File: config.mk
export PLATFORM = sky130hd
export DESIGN_NAME = ipi_cmd_reg
export DESIGN_NICKNAME = d
export VERILOG_FILES = /design/src/rtl/ipi_pkg.sv /design/src/rtl/ipi_field_decode.sv /design/src/rtl/ipi_target_expand.sv /design/src/rtl/ipi_launch_ctrl.sv /design/src/rtl/ipi_cmd_reg.sv
export SDC_FILE = /design/constraint.sdc
export NUM_CORES = 1
export LEC_CHECK = 0
export BUFFER_PORTS_ARGS = -buffer_cell sky130_fd_sc_hd__buf_2
export CAP_MARGIN = 30
export CORE_ASPECT_RATIO = 1.2
export CORE_UTILIZATION = 30
export DETAILED_ROUTE_END_ITERATION = 7
export PLACE_DENSITY = 0.63
export SETUP_SLACK_MARGIN = 0.5
export SYNTH_ARGS = -nofsm -noshare
export SYNTH_HDL_FRONTEND = slang
export SYNTH_HIERARCHICAL = 1
export SYNTH_SLANG_ARGS = --single-unit
File: constraint.sdc
create_clock -name clk -period 1.4 [get_ports clk]
set_input_delay 0.07 -clock clk [delete_from_list [all_inputs] [get_ports clk]]
set_output_delay 0.07 -clock clk [all_outputs]
set_load 0.05 [all_outputs]
File: src/rtl/ipi_pkg.sv
package ipi_pkg;
   localparam logic [2:0] MODE_FIXED   = 3'b000;
   localparam logic [2:0] MODE_INIT    = 3'b101;
   localparam logic [2:0] MODE_STARTUP = 3'b110;

   typedef enum logic [1:0] {
      SH_DEST     = 2'b00,
      SH_SELF     = 2'b01,
      SH_ALL      = 2'b10,
      SH_OTHERS   = 2'b11
   } shorthand_e;

   typedef struct packed {
      shorthand_e  sh;
      logic        level;
      logic        logical;
      logic [2:0]  mode;
      logic [7:0]  vec;
   } ipi_cmd_t;

   localparam logic [7:0] DEST_BROADCAST = 8'hFF;
endpackage

File: src/rtl/ipi_field_decode.sv
module ipi_field_decode
   import ipi_pkg::*;
(
   input  logic [31:0] word,
   output ipi_cmd_t    cmd
);
   always_comb begin
      cmd.vec     = word[7:0];
      cmd.mode    = word[10:8];
      cmd.logical = word[11];
      cmd.level   = word[14];
      cmd.sh      = shorthand_e'(word[19:18]);
   end
endmodule

File: src/rtl/ipi_target_expand.sv
module ipi_target_expand
   import ipi_pkg::*;
#(
   parameter int N    = 4,
   parameter int ID_W = (N > 1) ? $clog2(N) : 1
)(
   input  shorthand_e      sh,
   input  logic            logical,
   input  logic [7:0]      dest,
   input  logic [ID_W-1:0] self_id,
   output logic [N-1:0]    mask
);
   logic bcast;
   assign bcast = (dest == DEST_BROADCAST);

   for (genvar i = 0; i < N; i++) begin : g_bit
      logic is_self, dest_hit;
      assign is_self  = (self_id == ID_W'(i));
      assign dest_hit = logical ? dest[i] : (bcast || (dest == 8'(i)));
      always_comb begin
         unique case (sh)
            SH_DEST:   mask[i] = dest_hit;
            SH_SELF:   mask[i] = is_self;
            SH_ALL:    mask[i] = 1'b1;
            SH_OTHERS: mask[i] = !is_self;
            default:   mask[i] = 1'b0;
         endcase
      end
   end
endmodule

File: src/rtl/ipi_launch_ctrl.sv
module ipi_launch_ctrl (
   input  logic clk,
   input  logic rst_n,
   input  logic lo_wr,
   input  logic accept_in,
   output logic launch,
   output logic pending
);
   assign launch = lo_wr && !pending;

   always_ff @(posedge clk or negedge rst_n) begin
      if (!rst_n)                    pending <= 1'b0;
      else if (launch)               pending <= 1'b1;
      else if (pending && accept_in) pending <= 1'b0;
   end

   // an idle trigger makes the block busy
   a_r3_launch_busy: assert property (@(posedge clk) disable iff (!rst_n)
      (lo_wr && !pending) |=> pending);
   // nothing starts without a low-half write
   a_r2_no_spont: assert property (@(posedge clk) disable iff (!rst_n)
      (!pending && !lo_wr) |=> !pending);
   // busy persists until accepted
   a_r4_hold_busy: assert property (@(posedge clk) disable iff (!rst_n)
      (pending && !accept_in) |=> pending);
endmodule

File: src/rtl/ipi_cmd_reg.sv
module ipi_cmd_reg
   import ipi_pkg::*;
#(
   parameter int          N      = 4,
   parameter int          ID_W   = (N > 1) ? $clog2(N) : 1,
   parameter int          ADDR_W = 12,
   parameter logic [11:0] LO_OFS = 12'h300,
   parameter logic [11:0] HI_OFS = 12'h310
)(
   input  logic              clk,
   input  logic              rst_n,
   input  logic [ID_W-1:0]   self_id,
   input  logic              wr_en,
   input  logic [ADDR_W-1:0] wr_addr,
   input  logic [31:0]       wr_data,
   input  logic [ADDR_W-1:0] rd_addr,
   output logic [31:0]       rd_data,
   output logic              msg_valid,
   input  logic              msg_ready,
   output logic [7:0]        msg_vector,
   output logic [2:0]        msg_mode,
   output logic              msg_logical,
   output logic              msg_level,
   output logic [N-1:0]      msg_targets,
   output logic [19:0]       start_addr
);
   localparam int PAGE_SHIFT = 12;

   initial begin
      if (N < 2 || N > 8) $error("ipi_cmd_reg: N must be within 2..8");
      if (ADDR_W < 12)    $error("ipi_cmd_reg: ADDR_W too narrow for offsets");
   end

   logic lo_wr, hi_wr, launch, pending;
   assign lo_wr = wr_en && (wr_addr == ADDR_W'(LO_OFS));
   assign hi_wr = wr_en && (wr_addr == ADDR_W'(HI_OFS));

   ipi_cmd_t      cmd_d, cmd_q;
   logic [7:0]    dest_q;
   logic [N-1:0]  mask_d, targets_q;

   ipi_field_decode u_dec (.word(wr_data), .cmd(cmd_d));

   ipi_target_expand #(.N(N), .ID_W(ID_W)) u_exp (
      .sh(cmd_d.sh), .logical(cmd_d.logical), .dest(dest_q),
      .self_id(self_id), .mask(mask_d));

   ipi_launch_ctrl u_ctl (
      .clk(clk), .rst_n(rst_n), .lo_wr(lo_wr), .accept_in(msg_ready),
      .launch(launch), .pending(pending));

   always_ff @(posedge clk or negedge rst_n) begin
      if (!rst_n) begin
         dest_q    <= '0;
         cmd_q     <= '0;
         targets_q <= '0;
      end else begin
         if (hi_wr) dest_q <= wr_data[31:24];
         if (launch) begin
            cmd_q     <= cmd_d;
            targets_q <= mask_d;
         end
      end
   end

   assign msg_valid   = pending;
   assign msg_vector  = cmd_q.vec;
   assign msg_mode    = cmd_q.mode;
   assign msg_logical = cmd_q.logical;
   assign msg_level   = cmd_q.level;
   assign msg_targets = targets_q;
   assign start_addr  = (cmd_q.mode == MODE_STARTUP) ?
                        {cmd_q.vec, {PAGE_SHIFT{1'b0}}} : 20'h0;

   always_comb begin
      if (rd_addr == ADDR_W'(LO_OFS))
         rd_data = {12'h000, cmd_q.sh, 3'b000, cmd_q.level, 1'b0, pending,
                    cmd_q.logical, cmd_q.mode, cmd_q.vec};
      else if (rd_addr == ADDR_W'(HI_OFS))
         rd_data = {dest_q, 24'h0};
      else
         rd_data = 32'h0;
   end

   // a waiting message keeps its valid flag and targets
   a_r4_valid_hold: assert property (@(posedge clk) disable iff (!rst_n)
      (msg_valid && !msg_ready) |=> (msg_valid && $stable(msg_targets)));
   // a trigger while busy leaves the stored command alone
   a_r5_busy_ignore: assert property (@(posedge clk) disable iff (!rst_n)
      (lo_wr && pending) |=> $stable(cmd_q));
   // all-but-self never includes the sender
   a_r6_excl_self: assert property (@(posedge clk) disable iff (!rst_n)
      (msg_valid && cmd_q.sh == SH_OTHERS) |-> !msg_targets[self_id]);
   // self-only hits exactly one processor
   a_r7_self_one: assert property (@(posedge clk) disable iff (!rst_n)
      (msg_valid && cmd_q.sh == SH_SELF) |-> ($countones(msg_targets) == 1));
endmodule

==> results of run 1 <==
-- area by class of cell --
cell class | count | share of cell area
clock buffers | 4 | 0.0133
flip-flops and latches | 28 | 0.207
repair buffers | 138 | 0.392
multi-input cells | 121 | 0.353
inverters | 3 | 0.00332
well taps | 82 | 0.0302
-- placed cells by master, fill, tap and decap left out, drive strengths merged --
| cell | instances |
|---|---|
| nor2 | 4 |
| nand4bb | 1 |
| nor4bb | 1 |
| xnor2 | 1 |
| mux2 | 27 |
| nand4b | 2 |
| clkbuf | 4 |
| o2111ai | 2 |
| a21oi | 1 |
| nor3b | 1 |
| or3 | 1 |
| dfrtp | 28 |
| dlygate4sd3 | 3 |
| conb | 20 |
| nor2b | 1 |
| nor4 | 4 |
| nand3b | 2 |
| nand3 | 1 |
| and2 | 32 |
| nand4 | 3 |
| or4 | 1 |
| and4b | 1 |
| o21ai | 4 |
| buf | 135 |
| nor4b | 1 |
| inv | 3 |
| o221ai | 4 |
| xor2 | 3 |
| o21a | 1 |
| nand2 | 2 |
-- metrics by stage --
stage | setup TNS [ns] | worst slack (ns) | instance area (sq um)
after global placement | -8.02 | -0.247 | 2460
after detailed placement | -8.60 | -0.263 | 2460
after floorplan | -0.825 | -0.0428 | 2160
after global routing | -4.32 | -0.201 | 3400
after CTS | -2.76 | -0.161 | 3290
final | -2.91 | -0.161 | 3400
-- routing by layer --
| layer | track usage | vias to the layer above | part of all wire |
|---|---|---|---|
| met5 | 0 | - | 0 |
| met4 | 0.0278 | 0 | 0.0039 |
| met3 | 0.0213 | 2 | 0.039 |
| met2 | 0.288 | 59 | 0.57 |
| met1 | 0.173 | 810 | 0.38 |
| li1 | - | 787 | - |
-- cell families (layout without fill, tap and decap cells) --
kind of cell / Yosys count / in the layout / synth area share
and+or+nand+nor: 58 / 58 / 0.216
muxes: 27 / 27 / 0.157
other: 1 / 20 / 0.00194
DFF: 28 / 28 / 0.362
xor gates and xnor gates: 4 / 4 / 0.0181
buffers and inverters: 53 / 145 / 0.201
AOI/OAI and AO/OA: 12 / 12 / 0.0440
-- worst max-delay path: stages --
cell and delay [ns]:
buf_6 0.09, or4_4 0.56, nor4_4 0.28, buf_12 0.19
and2_4 0.16, buf_8 0.14
-- timing repair --
| item | 4_1_cts | 5_1_grt |
|---|---|---|
| pin swaps | 28 | 10 |
| endpoints found under the setup margin | 77 | 77 |
| gates cloned | 1 | 0 |
| setup buffers | 16 | 7 |
| hold buffers | 2 | 1 |
| endpoints found under the hold margin | 17 | 1 |
| resized for setup | 179 | 15 |
-- report_power, final --
part	total [W]	switching (W)	internal, W
clock network	0.000445	0.000241	0.000204
registers	0.000816	0.00000394	0.000812
logic	0.000343	0.000222	0.000121
-- registers in the layout (all words and copies together), names as in the netlist --
register and cells:
msg_vector 8, u_ctl/pending 1, msg_targets 4, msg_mode 3, dest_q 8, msg_level 1
msg_logical 1, cmd_q 2
-- synth_stat cells, drive strengths merged --
master,n,area [sq um]
nor2b,1,6.26
buf,49,373
nand4b,2,17.5
nand3b,2,15.0
nor4bb,1,10.0
nor4b,1,8.76
xor2,3,26.3
nor4,4,55.1
inv,3,11.3
mux2,27,304
nor3b,1,12.5
o221ai,4,35.0
or3,1,6.26
nand4,3,18.8
dfrtp,28,701
nor2,4,22.5
or4,1,11.3
nand4bb,1,11.3
and4b,1,10.0
a21oi,1,5.00
nand3,1,5.00
o21ai,4,20.0
clkbuf,1,3.75
o21a,1,7.51
xnor2,1,8.76
and2,32,200
o2111ai,2,17.5
nand2,2,7.51
conb,1,3.75
-- final timing paths --
check                            start        endpoint
max                         rd_addr[1]     rd_data[14]
min                        wr_data[27]       dest_q[3]
max reg2reg                  dest_q[6]  msg_targets[2]
min reg2reg                  cmd_q[14]       cmd_q[14]
max in group asynchronous        rst_n       dest_q[3]
min in group asynchronous        rst_n  msg_targets[0]
==> results_dict.tcl, run 1 <==
set metrics [dict create \
    cp.required_ns 1.33 \
    grt_pass1_wl_um 7890 \
    coreArea_sq_um 6130 \
    die_w_um 75.3 \
    timing.final.ws_setup_ns -0.161 \
    end_kind "output pin" \
    dr.pass1.iters 4 \
    nNetsFinal 357 \
    start_kind "input pin" \
    nFillCells 516 \
    fin_hold_ws_ns 0.0280 \
    grt_pass1_vias 1614 \
    grt_usage 0.152 \
    finalHoldViolCount 0 \
    insertion_delay_ns 0.27 \
    viasPerCell 4.41 \
    hold_class "input pin to flop" \
    clk_pin_slew_ns 0.09 \
    final_util 0.554 \
    cts_root_buffer "clkbuf_8" \
    ir_worst_vdd_mv 0.328 \
    placed_cells 345 \
    wl_per_cell_um 14.2 \
    antenna_found_initial 0 \
    drcViolationCount 0 \
    yosysSeqAreaShare 0.362 \
    regArea_sq_um 704 \
    cts_buffers 3 \
    multi_input_area_sq_um 1200 \
    slew_violations 0 \
    postRouteAntennaNets 0 \
    dr_total_vias 1658 \
    crit_type "input pin to output pin" \
    min_path_cells 2 \
    finalPower_w 0.00160 \
    rsz0062_at_grt "yes" \
    final_layout_size_suffix_gt1_frac 0.748 \
    arrival_ns 1.49 \
    synthToLayoutAreaGrowth_pct 75.5 \
    violations "negative setup slack" \
    min_period_over_period 1.12 \
    avgSynthCellArea_sq_um 10.6 \
    synth_cell_types 36 \
    grt_max_degree 19 \
    gp_congestion 0.789 \
    initial_utilization 0.316 \
    r2r_setup_slack_ns -0.13 \
    syn_inst 183 \
    ys_seq_elements 28 \
    fmax_mhz 640 \
    row_count 31 \
    io_buffer_count 102 \
    wl_um 5320 \
    htree_num_levels 1 \
    diodes 0 \
    final_cells 376 \
    drt_iter0_markers 31 \
    pwr_density_cell_nw_per_um2 472 \
    die_h_um 90.0 \
    cts_tree "built" \
    drv_cap 0 \
    period_needed_ns 1.56 \
    skew_ns 0.00443 \
    ios 132 \
    cts.sinks 28 \
    dp_hpwl_um 3390 \
    cts_max_path_buffers 2 \
    setup_violations 28 \
    design.die.area_sq_um 6770 \
    yosysWarnings 6 \
    grt_overflow 0 \
    p_leak_nw 1.68 \
    critPathMaxFanout 16 \
    rr_worst_depth 4 \
    status "complete, but fails checks" \
    synth_area_sq_um 1930 \
]
(Power assumes the default switching activity.)
==> run 2, diff against run 1 <==
--- a/config.mk
+++ b/config.mk
@@ -8,10 +8,12 @@
 export BUFFER_PORTS_ARGS = -buffer_cell sky130_fd_sc_hd__buf_2
 export CAP_MARGIN = 30
 export CORE_ASPECT_RATIO = 1.2
+export CORE_MARGIN = 2
 export CORE_UTILIZATION = 30
 export DETAILED_ROUTE_END_ITERATION = 7
 export PLACE_DENSITY = 0.63
 export SETUP_SLACK_MARGIN = 0.5
+export SKIP_CTS_REPAIR_TIMING = 1
 export SYNTH_ARGS = -nofsm -noshare
 export SYNTH_HDL_FRONTEND = slang
 export SYNTH_HIERARCHICAL = 1
==> results_dict.tcl, run 2 (synthesized netlist as in run 1, its figures left out) <==
set metrics [dict create \
    cts_root_buffer "clkbuf_8" \
    nFillCells 555 \
    grt_pass1_vias 1369 \
    ios 132 \
    initial_utilization 0.306 \
    grt_overflow 0 \
    cts_max_path_buffers 2 \
    clkPwrFrac 0.286 \
    wl_per_cell_um 14.3 \
    r2r-end "msg_targets[3]" \
    drcViolationCount 0 \
    fin_tns_setup_ns -3.25 \
    cts.sinks 28 \
    period_needed_ns 1.56 \
    cp-startpoint "rd_addr[1]" \
    arrival_ns 1.49 \
    rr_startpoint "dest_q[3]" \
    grt_usage 0.113 \
    nNetsFinal 342 \
    final_common_cell "buf_2" \
    final_layout_size_suffix_gt1_frac 0.753 \
    start_kind "input pin" \
    synthToLayoutAreaGrowth_pct 68.2 \
    wl_um 5220 \
    slew_violations 0 \
    cp-endpoint "rd_data[10]" \
    drv_cap 0 \
    row_count 32 \
    timing.final.ws_setup_ns -0.162 \
    coreArea_sq_um 6330 \
    finalHoldViolCount 28 \
    die_h_um 92.0 \
    die_w_um 77.3 \
    critPathMaxFanout 16 \
    rsz0062_at_grt "yes" \
    gp_congestion 0.796 \
    skew_ns 0.00776 \
    dr.pass1.iters 4 \
    io_buffer_count 102 \
    hold_class "input pin to async pin" \
    cp.required_ns 1.33 \
    violations "negative hold slack, negative setup slack" \
    ir_worst_vdd_mv 0.319 \
    grt_pass1_wl_um 6560 \
    dp_slack_ns -0.256 \
    layout_common_cells "45 x buf_2, 32 x buf_8, 29 x and2_4" \
    diodes 0 \
    fmax_mhz 640 \
    grt_max_degree 29 \
    maxSlewHeadroom 0.556 \
    min_period_over_period 1.12 \
    power_switching_w 0.000475 \
    clk_pin_slew_ns 0.10 \
    antenna_found_initial 0 \
    p_int_w 0.00113 \
    viasPerCell 4.44 \
    pwr-share-seq 0.509 \
    crit_type "input pin to output pin" \
    pwr_density_cell_nw_per_um2 493 \
    placed_cells 348 \
    final_util 0.514 \
    drt_iter0_markers 19 \
    slowest_delay_ns 0.55 \
    crit_chain "buf_6 -> or4_4 -> nor4_4 -> buf_12 -> and2_4 -> buf_4" \
    design.die.area_sq_um 7110 \
    end_kind "output pin" \
    dr_total_vias 1617 \
    p_leak_nw 1.58 \
    postRouteAntennaNets 0 \
    dp_hpwl_um 3320 \
    status "complete, but fails checks" \
    switching_share 0.296 \
    insertion_delay_ns 0.27 \
    setup_violations 24 \
    fin_hold_ws_ns -0.185 \
    final_cells 364 \
    r2r_setup_slack_ns 0.12 \
    cts_buffers 3 \
    p_comb_frac 0.205 \
    slowest_stage "or4_4" \
    worst_pin_slew_ns 0.667 \
    rr_worst_depth 4 \
    htree_num_levels 1 \
    cts_tree "built" \
]
[run 2: cell types whose count changed in the layout (fill, tap and decap cells not counted), sizes merged]
cell         delta
buf            -13
dlygate4sd3     -2
[run 2: routing by layer]
metal / track usage / wire (um)
met1: 0.133 / 1890
met4: 0.0223 / 22
met5: 0 / 0
met3: 0.0246 / 236
met2: 0.211 / 3070
[run 2: worst min-delay path by stage]
| stage | startpoint | to | cells after the start |
|---|---|---|---|
| after floorplan | rst_n | cmd_q[13] | 0 |
| after global placement | rst_n | dest_q[0] | 1 |
| after detailed placement | rst_n | msg_targets[0] | 1 |
| after CTS | rst_n | msg_targets[0] | 1 |
| after global routing | rst_n | msg_targets[0] | 1 |
| final | rst_n | msg_targets[0] | 1 |
[run 2: stage by stage]
step | power, W | cell area [sq um] | hold slack [ns]
floorplan | 0.00109 | 2160 | -0.226
global placement | 0.00112 | 2460 | 0.150
detailed placement | 0.00112 | 2460 | 0.144
CTS | 0.00160 | 2510 | -0.164
global route | 0.00168 | 3250 | -0.134
finish | 0.00160 | 3250 | -0.185
[run 2: power groups by stage]
stage	clock network (W)	registers [W]	logic, W
after floorplan	0	0.000835	0.000256
after global placement	0	0.000831	0.000290
after detailed placement	0	0.000831	0.000293
after CTS	0.000493	0.000815	0.000294
after global routing	0.000513	0.000817	0.000353
final	0.000458	0.000816	0.000329
[run 2: worst max-delay path: cells and delay by family]
kind / cells / cell delay (ns)
buffers and inverters: 3 / 0.45
AND/OR/NAND/NOR: 3 / 0.96
[run 2: cell type report]
cell class	instances	area (sq um)	area share
inverters	3	11.3	0.00346
clock buffers	4	45.0	0.0138
repair buffers	123	1200	0.368
well taps	85	106	0.0327
flip-flops and latches	28	709	0.218
multi-input cells	121	1180	0.364
